[config.mk]
export PLATFORM = sky130hd
export DESIGN_NAME = bm_dma_chan
export DESIGN_NICKNAME = d
export VERILOG_FILES = /design/src/rtl/dma_pkg.sv /design/src/rtl/dma_regs.sv /design/src/rtl/dma_engine.sv /design/src/rtl/bm_dma_chan.sv
export SDC_FILE = /design/constraint.sdc
export NUM_CORES = 1
export LEC_CHECK = 0
export BUFFER_PORTS_ARGS = -buffer_cell sky130_fd_sc_hd__clkbuf_2
export CORE_MARGIN = 2
export CORE_UTILIZATION = 31
export DETAILED_ROUTE_END_ITERATION = 10
export PLACE_DENSITY = 0.57
export REMOVE_ABC_BUFFERS = 1
export SYNTH_ARGS = -nofsm -noshare
export SYNTH_HDL_FRONTEND = slang
export SYNTH_SLANG_ARGS = --single-unit
[constraint.sdc]
create_clock -name clk_i -period 2.7 [get_ports clk_i]
set_input_delay 0.54 -clock clk_i [delete_from_list [all_inputs] [get_ports clk_i]]
set_output_delay 0.54 -clock clk_i [all_outputs]
set_load 0.01 [all_outputs]
[src/rtl/dma_pkg.sv]
package dma_pkg;
  localparam int ADDR_W = 32;
  localparam int WORD_W = 32;
  localparam logic [2:0] OFS_CMD = 3'd0;
  localparam logic [2:0] OFS_STS = 3'd2;
  localparam int OFS_PTR = 4;
  localparam int CMD_RUN = 0;
  localparam int CMD_DIR = 3;
  localparam int STS_ACT = 0;
  localparam int STS_ERR = 1;
  localparam int STS_IRQ = 2;
  localparam int STS_CAP = 5;
  localparam int DESC_LAST = 31;

  typedef enum logic [2:0] {
    ST_IDLE, ST_FETCH_A, ST_FETCH_C, ST_DEV, ST_MEM
  } dma_st_e;
endpackage

[src/rtl/dma_regs.sv]
module dma_regs
  import dma_pkg::*;
(
  input  logic              clk_i,
  input  logic              rst_ni,
  input  logic [2:0]        addr_i,
  input  logic              wr_i,
  input  logic [7:0]        wdata_i,
  output logic [7:0]        rdata_o,
  input  logic              busy_i,
  input  logic              err_set_i,
  input  logic              irq_set_i,
  output logic              start_o,
  output logic              run_o,
  output logic              dir_o,
  output logic [ADDR_W-1:0] ptr_o
);
  localparam int NB = ADDR_W / 8;

  logic run_q, dir_q, err_q, irq_q;
  logic [1:0] cap_q;
  logic [NB-1:0][7:0] ptr_q;

  logic wr_cmd, wr_sts;
  assign wr_cmd  = wr_i && (addr_i == OFS_CMD);
  assign wr_sts  = wr_i && (addr_i == OFS_STS);
  assign start_o = wr_cmd && wdata_i[CMD_RUN] && !run_q && !busy_i;
  assign run_o   = run_q;
  assign dir_o   = dir_q;
  assign ptr_o   = ptr_q;

  always_ff @(posedge clk_i or negedge rst_ni) begin
    if (!rst_ni) begin
      run_q <= 1'b0;
      dir_q <= 1'b0;
      err_q <= 1'b0;
      irq_q <= 1'b0;
      cap_q <= '0;
    end else begin
      if (wr_cmd) begin
        run_q <= wdata_i[CMD_RUN];
        dir_q <= wdata_i[CMD_DIR];
      end
      if (wr_sts) cap_q <= wdata_i[STS_CAP+1:STS_CAP];
      // set beats write-one-to-clear
      if (err_set_i)                    err_q <= 1'b1;
      else if (wr_sts && wdata_i[STS_ERR]) err_q <= 1'b0;
      if (irq_set_i)                    irq_q <= 1'b1;
      else if (wr_sts && wdata_i[STS_IRQ]) irq_q <= 1'b0;
    end
  end

  for (genvar g = 0; g < NB; g++) begin : g_ptr
    always_ff @(posedge clk_i or negedge rst_ni) begin
      if (!rst_ni) ptr_q[g] <= '0;
      else if (wr_i && addr_i == 3'(OFS_PTR + g)) ptr_q[g] <= wdata_i;
    end
  end

  always_comb begin
    rdata_o = '0;
    case (addr_i)
      OFS_CMD: begin
        rdata_o[CMD_RUN] = run_q;
        rdata_o[CMD_DIR] = dir_q;
      end
      OFS_STS: begin
        rdata_o[STS_ACT] = busy_i;
        rdata_o[STS_ERR] = err_q;
        rdata_o[STS_IRQ] = irq_q;
        rdata_o[STS_CAP+1:STS_CAP] = cap_q;
      end
      default: if (addr_i[2]) rdata_o = ptr_q[addr_i[1:0]];
    endcase
  end


  irq_set_chk: assert property (@(posedge clk_i) disable iff (!rst_ni)
    irq_set_i |=> irq_q);

  err_w1c_chk: assert property (@(posedge clk_i) disable iff (!rst_ni)
    (wr_sts && wdata_i[STS_ERR] && !err_set_i) |=> !err_q);

  cap_hold_chk: assert property (@(posedge clk_i) disable iff (!rst_ni)
    !wr_sts |=> $stable(cap_q));
endmodule

[src/rtl/dma_engine.sv]
module dma_engine
  import dma_pkg::*;
#(
  parameter int LEN_W = 16
) (
  input  logic              clk_i,
  input  logic              rst_ni,
  input  logic              start_i,
  input  logic              run_i,
  input  logic              dir_i,
  input  logic [ADDR_W-1:0] ptr_i,
  output logic              busy_o,
  output logic              err_set_o,
  output logic              mem_req_o,
  output logic              mem_we_o,
  output logic [ADDR_W-1:0] mem_addr_o,
  output logic [WORD_W-1:0] mem_wdata_o,
  input  logic              mem_ack_i,
  input  logic              mem_err_i,
  input  logic [WORD_W-1:0] mem_rdata_i,
  input  logic              dev_rd_valid_i,
  input  logic [WORD_W-1:0] dev_rd_data_i,
  output logic              dev_rd_ready_o,
  output logic              dev_wr_valid_o,
  output logic [WORD_W-1:0] dev_wr_data_o,
  input  logic              dev_wr_ready_i
);
  localparam int FLD_W = LEN_W - 2;
  localparam int WC_W  = LEN_W - 1;
  localparam logic [WC_W-1:0] WC_MAX = {1'b1, {FLD_W{1'b0}}};
  localparam logic [WC_W-1:0] WC_ONE = WC_W'(1);

  dma_st_e st_q, st_after_word;
  logic              dir_q, last_q;
  logic [ADDR_W-1:0] tab_q, addr_q;
  logic [WC_W-1:0]   left_q;
  logic [WORD_W-1:0] buf_q;
  logic [FLD_W-1:0]  fld;
  logic              acc_done, word_done;

  assign busy_o         = (st_q != ST_IDLE);
  assign mem_req_o      = (st_q == ST_FETCH_A) || (st_q == ST_FETCH_C) || (st_q == ST_MEM);
  assign mem_we_o       = (st_q == ST_MEM) && dir_q;
  assign mem_wdata_o    = buf_q;
  assign dev_rd_ready_o = (st_q == ST_DEV) && dir_q && run_i;
  assign dev_wr_valid_o = (st_q == ST_DEV) && !dir_q && run_i;
  assign dev_wr_data_o  = buf_q;
  assign fld            = mem_rdata_i[LEN_W-1:2];

  always_comb begin
    case (st_q)
      ST_FETCH_A: mem_addr_o = tab_q;
      ST_FETCH_C: mem_addr_o = tab_q + ADDR_W'(4);
      default:    mem_addr_o = addr_q;
    endcase
    acc_done  = mem_req_o && mem_ack_i;
    err_set_o = acc_done && mem_err_i;
    // a word is finished when its second leg completes
    word_done = (dev_wr_valid_o && dev_wr_ready_i) ||
                ((st_q == ST_MEM) && dir_q && acc_done && !mem_err_i);
    if (left_q == WC_ONE) st_after_word = last_q ? ST_IDLE : ST_FETCH_A;
    else                  st_after_word = dir_q ? ST_DEV : ST_MEM;
  end

  always_ff @(posedge clk_i or negedge rst_ni) begin
    if (!rst_ni) begin
      st_q   <= ST_IDLE;
      dir_q  <= 1'b0;
      last_q <= 1'b0;
      tab_q  <= '0;
      addr_q <= '0;
      left_q <= '0;
      buf_q  <= '0;
    end else if (word_done) begin
      addr_q <= addr_q + ADDR_W'(4);
      left_q <= left_q - WC_ONE;
      st_q   <= st_after_word;
    end else begin
      case (st_q)
        ST_IDLE: if (start_i) begin
          tab_q <= {ptr_i[ADDR_W-1:2], 2'b00};
          dir_q <= dir_i;
          st_q  <= ST_FETCH_A;
        end
        ST_FETCH_A: if (acc_done) begin
          if (mem_err_i) st_q <= ST_IDLE;
          else begin
            addr_q <= {mem_rdata_i[ADDR_W-1:2], 2'b00};
            st_q   <= ST_FETCH_C;
          end
        end
        ST_FETCH_C: if (acc_done) begin
          if (mem_err_i) st_q <= ST_IDLE;
          else begin
            left_q <= (fld == '0) ? WC_MAX : {1'b0, fld};
            last_q <= mem_rdata_i[DESC_LAST];
            tab_q  <= tab_q + ADDR_W'(8);
            st_q   <= dir_q ? ST_DEV : ST_MEM;
          end
        end
        ST_DEV: begin
          if (!run_i) st_q <= ST_IDLE;
          else if (dir_q && dev_rd_valid_i) begin
            buf_q <= dev_rd_data_i;
            st_q  <= ST_MEM;
          end
        end
        ST_MEM: if (acc_done) begin
          if (mem_err_i) st_q <= ST_IDLE;
          else if (!dir_q) begin
            buf_q <= mem_rdata_i;
            st_q  <= ST_DEV;
          end
        end
        default: st_q <= ST_IDLE;
      endcase
    end
  end


  mem_hold_chk: assert property (@(posedge clk_i) disable iff (!rst_ni)
    (mem_req_o && !mem_ack_i) |=> (mem_req_o && $stable(mem_addr_o) &&
                                   $stable(mem_we_o) && $stable(mem_wdata_o)));

  err_stop_chk: assert property (@(posedge clk_i) disable iff (!rst_ni)
    err_set_o |=> !busy_o);

  start_only_chk: assert property (@(posedge clk_i) disable iff (!rst_ni)
    $rose(busy_o) |-> $past(start_i));

  stop_chk: assert property (@(posedge clk_i) disable iff (!rst_ni)
    ((st_q == ST_DEV) && !run_i) |=> !busy_o);

  one_dir_chk: assert property (@(posedge clk_i) disable iff (!rst_ni)
    !(dev_rd_ready_o && dev_wr_valid_o));
endmodule

[src/rtl/bm_dma_chan.sv]
module bm_dma_chan
  import dma_pkg::*;
#(
  parameter int LEN_W = 16
) (
  input  logic        clk_i,
  input  logic        rst_ni,
  input  logic [2:0]  reg_addr_i,
  input  logic        reg_wr_i,
  input  logic [7:0]  reg_wdata_i,
  output logic [7:0]  reg_rdata_o,
  output logic        mem_req_o,
  output logic        mem_we_o,
  output logic [31:0] mem_addr_o,
  output logic [31:0] mem_wdata_o,
  input  logic        mem_ack_i,
  input  logic        mem_err_i,
  input  logic [31:0] mem_rdata_i,
  input  logic        dev_rd_valid_i,
  input  logic [31:0] dev_rd_data_i,
  output logic        dev_rd_ready_o,
  output logic        dev_wr_valid_o,
  output logic [31:0] dev_wr_data_o,
  input  logic        dev_wr_ready_i,
  input  logic        dev_irq_i
);
  logic              busy, err_set, start, run, dir;
  logic [ADDR_W-1:0] ptr;

  dma_regs u_regs (
    .clk_i     (clk_i),
    .rst_ni    (rst_ni),
    .addr_i    (reg_addr_i),
    .wr_i      (reg_wr_i),
    .wdata_i   (reg_wdata_i),
    .rdata_o   (reg_rdata_o),
    .busy_i    (busy),
    .err_set_i (err_set),
    .irq_set_i (dev_irq_i),
    .start_o   (start),
    .run_o     (run),
    .dir_o     (dir),
    .ptr_o     (ptr)
  );

  dma_engine #(.LEN_W(LEN_W)) u_eng (
    .clk_i          (clk_i),
    .rst_ni         (rst_ni),
    .start_i        (start),
    .run_i          (run),
    .dir_i          (dir),
    .ptr_i          (ptr),
    .busy_o         (busy),
    .err_set_o      (err_set),
    .mem_req_o      (mem_req_o),
    .mem_we_o       (mem_we_o),
    .mem_addr_o     (mem_addr_o),
    .mem_wdata_o    (mem_wdata_o),
    .mem_ack_i      (mem_ack_i),
    .mem_err_i      (mem_err_i),
    .mem_rdata_i    (mem_rdata_i),
    .dev_rd_valid_i (dev_rd_valid_i),
    .dev_rd_data_i  (dev_rd_data_i),
    .dev_rd_ready_o (dev_rd_ready_o),
    .dev_wr_valid_o (dev_wr_valid_o),
    .dev_wr_data_o  (dev_wr_data_o),
    .dev_wr_ready_i (dev_wr_ready_i)
  );
endmodule

==> impl_metrics.ini <==
[sta]
fin_skew_ns = 0.01321
final_hold_fails = 0
minimum_clock_period_after_layout_ns = 2.828
worstMarginPinSlew_ns = 0.6893
timing.final.setup_violations = 15
worst_max_slew_margin_expressed_relative_to_the_limit = 0.5388
maxSlewViolCount = 0
unrepaired_setup_endpoints_after_global_routing = true
final_min_period_over_clock_period = 1.048
setup_ws_ns = -0.1285
fmax_ghz = 0.3535

[synthesis]
number_of_flops_mapped_to_enable_cells_by_yosys = 0
yosys.cell_count.top_type = sky130_fd_sc_hd__nand2_1
synth-warning-count = 0
synth_common_cells = sky130_fd_sc_hd__nand2_1 (180), sky130_fd_sc_hd__dfrtp_1 (150), sky130_fd_sc_hd__nor2_1 (113)
netlist_area_before_placement_um2 = 9681
ys_async_sr_fraction = 1.000
post_synth_and_or_nand_nor_area_fraction = 0.2395
post_synth.cell_area_avg_um2 = 8.396
dominantRegCellSynth = sky130_fd_sc_hd__dfrtp_1
synth_top_cell_area_share = 0.3877
synthTopCellsByArea = sky130_fd_sc_hd__dfrtp_1 (39%), sky130_fd_sc_hd__nand2_1 (7.0%), sky130_fd_sc_hd__mux2_2 (4.8%)
synth_seq_cells = 150
synth_xor_xnor_area_share = 0.001809
synth-adder-area-share = 0.006462
complex_gate_fraction_of_the_synthesized_area = 0.2230
cell_type_with_the_largest_total_area_after_synthesis = sky130_fd_sc_hd__dfrtp_1
synth_top_family_by_area = simple AND/OR/NAND/NOR gates
number_of_distinct_library_cell_variants_in_the_gate_level_netlist_after_synthesis = 77
synth.area.mux_share = 0.06941
synthesis.instances = 1153
ys_seq_area_frac = 0.3877

[power_and_ir_drop]
power.total_mw = 13.90
netSwitchingPower_mw = 6.261
vdd_drop_max_mv = 0.6265
power_report.internal_total_mw = 7.636
p_comb_frac = 0.520
power.share.sequential = 0.308
power_switching_share = 0.4505
leakagePower_nw = 5.558
power_frac_clock = 0.171
p_per_area_nw_per_um2 = 1078

[flow_run]
cap_violations = 0

[global_routing]
via_count_of_the_first_global_routing_pass = 9510
grt_first_pass_wirelength_mm = 55.83
grt_overflow_total = 0
global_route_usage_sum = 0.2146
antenna_found_initial = 0
grt_max_degree = 65

[die]
core_region_area_um2 = 30670
floorplan.initialDensity = 0.3156
fp-row-count = 64
floorplan.io_pins = 191
die_boundary_height_um = 180.7
fp.dieArea_um2 = 32660
die-width_um = 180.7

[route]
antenna_violating_nets_post_route = 0
drc = 0
wire_per_inst_um = 20.29
avgViaCountPerCell = 5.724
detailroute.via_count = 10155
drt_iter0_markers = 875
routed_wirelength_mm = 36.00
drt_pass1_iterations = 5

[clock_tree]
ctsRootBufferMaster = sky130_fd_sc_hd__clkbuf_16
worst_setup_hold_path_clk_slew_ns = 0.07
ctsHoldBuffers = 0
cts_buffers = 17
clkLatencyLatePin_ns = 0.43
cts_h_tree_depth = 4
tritoncts = built
clock_tree.buffer_depth = 2
clkSinkCount = 150

[placed_design]
port_buffers = 188
finalWeightedCongestion = 0.9583
detailedPlacementHpwl_mm = 25.61
placed_cell_area_um2 = 11280

[setup_path]
cp_max_fo = 4
worst_r2r_path_depth = 11
critPathCaptureType = output port
critical_path.startpoint_type = flip-flop
cp_data_arrival_time_ns = 2.29
setup_slack_on_the_worst_flop_to_flop_path_ns = 0.10
worst_path_required_time_ns = 2.16
setup.worst_path.class = flip-flop to output port

[layout]
layout.nets = 1453
antennaDiodeCount = 0
post_route_cells_drive_above_1_share = 0.3614
signed_area_change_from_the_synthesized_netlist_to_the_final_layout_pct = 33.23
finish.instance_area_um2 = 12900

[run_status]
violations = negative setup slack
run_status = complete, but fails checks

[min_path]
hold_path_class = primary input to async pin
power groups by stage:
stage                     Sequential (mW)  Clock [mW]  Combinational (mW)
after floorplan                      4.28           0                3.01
after global placement               4.19           0                6.04
after detailed placement             4.23           0                6.06
after CTS                            4.22        2.41                6.74
after global routing                 4.41        2.50                7.82
final                                4.29        2.38                7.23
stage by stage:
step | hold WS [ns] | utilization | TNS [ns] | setup slack, ns | std cells
final | 0.008534 | 0.4205 | -0.9323 | -0.1285 | 1774
after global routing | 0.03764 | 0.4205 | -2.626 | -0.2014 | 1774
after CTS | 0.02335 | 0.4058 | -1.311 | -0.1460 | 1760
after detailed placement | 0.4702 | 0.3677 | 0 | 0.04338 | 1701
after global placement | 0.4579 | 0.3677 | 0 | 0.04926 | 1701
after floorplan | 0.2444 | - | -298.42 | -5.079 | 1029
cell usage in the layout (no fill, tap or decap), types with 20 or more instances in the layout:
| master | Yosys | layout |
|---|---|---|
| sky130_fd_sc_hd__nand2_1 | 180 | 174 |
| sky130_fd_sc_hd__nand3_1 | 44 | 34 |
| sky130_fd_sc_hd__dfrtp_1 | 150 | 137 |
| sky130_fd_sc_hd__buf_4 | 34 | 98 |
| sky130_fd_sc_hd__o21ai_0 | 60 | 46 |
| sky130_fd_sc_hd__nor3_1 | 26 | 23 |
| sky130_fd_sc_hd__nor2_1 | 113 | 105 |
| sky130_fd_sc_hd__a31oi_1 | 48 | 46 |
| sky130_fd_sc_hd__nand4_1 | 22 | 22 |
| sky130_fd_sc_hd__a21oi_1 | 69 | 66 |
| sky130_fd_sc_hd__mux2_2 | 41 | 41 |
| sky130_fd_sc_hd__clkbuf_2 | 2 | 173 |
| sky130_fd_sc_hd__buf_6 | 2 | 20 |
what timing repair did:
action | in CTS | in global routing
pin swaps | 24 | 30
setup endpoints to repair | 31 | 37
gates cloned | 3 | 0
setup buffers | 24 | 16
hold endpoints to repair | 0 | 0
gates resized for setup | 90 | 88
metal layers:
metal | vias to the layer above | wire length (µm) | global-route usage
met5 | - | 0 | 0
met4 | 0 | 984 | 0.06677
met3 | 56 | 2081 | 0.03286
met2 | 409 | 16860 | 0.3446
met1 | 5026 | 16080 | 0.2975
li1 | 4664 | - | -
worst max-delay path, cell delays in order, from the launching register on:
cell                       delay, ns
sky130_fd_sc_hd__dfrtp_1        0.35
sky130_fd_sc_hd__nand4_1        0.20
sky130_fd_sc_hd__or2_4          0.34
sky130_fd_sc_hd__or4_4          0.52
sky130_fd_sc_hd__o31ai_4        0.19
sky130_fd_sc_hd__o21bai_4       0.16
sky130_fd_sc_hd__buf_6          0.11
flip-flops by register name, indices dropped and copies added (netlist names):
signal	cells
u_regs.err_q	1
u_eng.tab_q	30
u_eng.addr_q	30
u_regs.dir_o	1
u_regs.ptr_o	32
u_regs.cap_q	2
u_eng.dev_wr_data_o	32
u_regs.run_o	1
u_eng.dir_q	1
u_regs.irq_q	1
u_eng.st_q	3
u_eng.last_q	1
u_eng.left_q	15
final timing paths:
path | from | end
worst max-delay path | u_eng.tab_q[16]$_DFFE_PN0P_ | mem_addr_o[25]
worst min-delay path | rst_ni | u_eng.tab_q[27]$_DFFE_PN0P_
worst max register to register | u_eng.st_q[2]$_DFFE_PN0P_ | u_eng.addr_q[30]$_DFFE_PN0P_
worst min register to register | u_regs.irq_q$_DFFE_PN0P_ | u_regs.irq_q$_DFFE_PN0P_
max in group asynchronous | rst_ni | u_eng.addr_q[3]$_DFFE_PN0P_
min in group clk_i | dev_irq_i | u_regs.irq_q$_DFFE_PN0P_
cell families (layout without fill, tap and decap cells):
| family | Yosys count | count (layout) |
|---|---|---|
| buffers and inverters | 140 | 364 |
| AND/OR/NAND/NOR | 480 | 480 |
| other | 1 | 2 |
| XOR/XNOR | 2 | 2 |
| multiplexers | 52 | 52 |
| adder cells (fa/ha/maj) | 5 | 5 |
| AO/OA/AOI/OAI | 323 | 323 |
| flip-flops | 150 | 150 |
area by class of cell:
cell class              instances  area, µm²
flip-flops and latches        150       3770
fillers                      3094      17770
well taps                     396      495.5
clock buffers                  18      439.2
clock inverters                14      138.9
repair buffers                317       2220
inverters                      15      56.30
multi-input cells             864       5778
No activity file was read; power rests on OpenSTA's default activity.
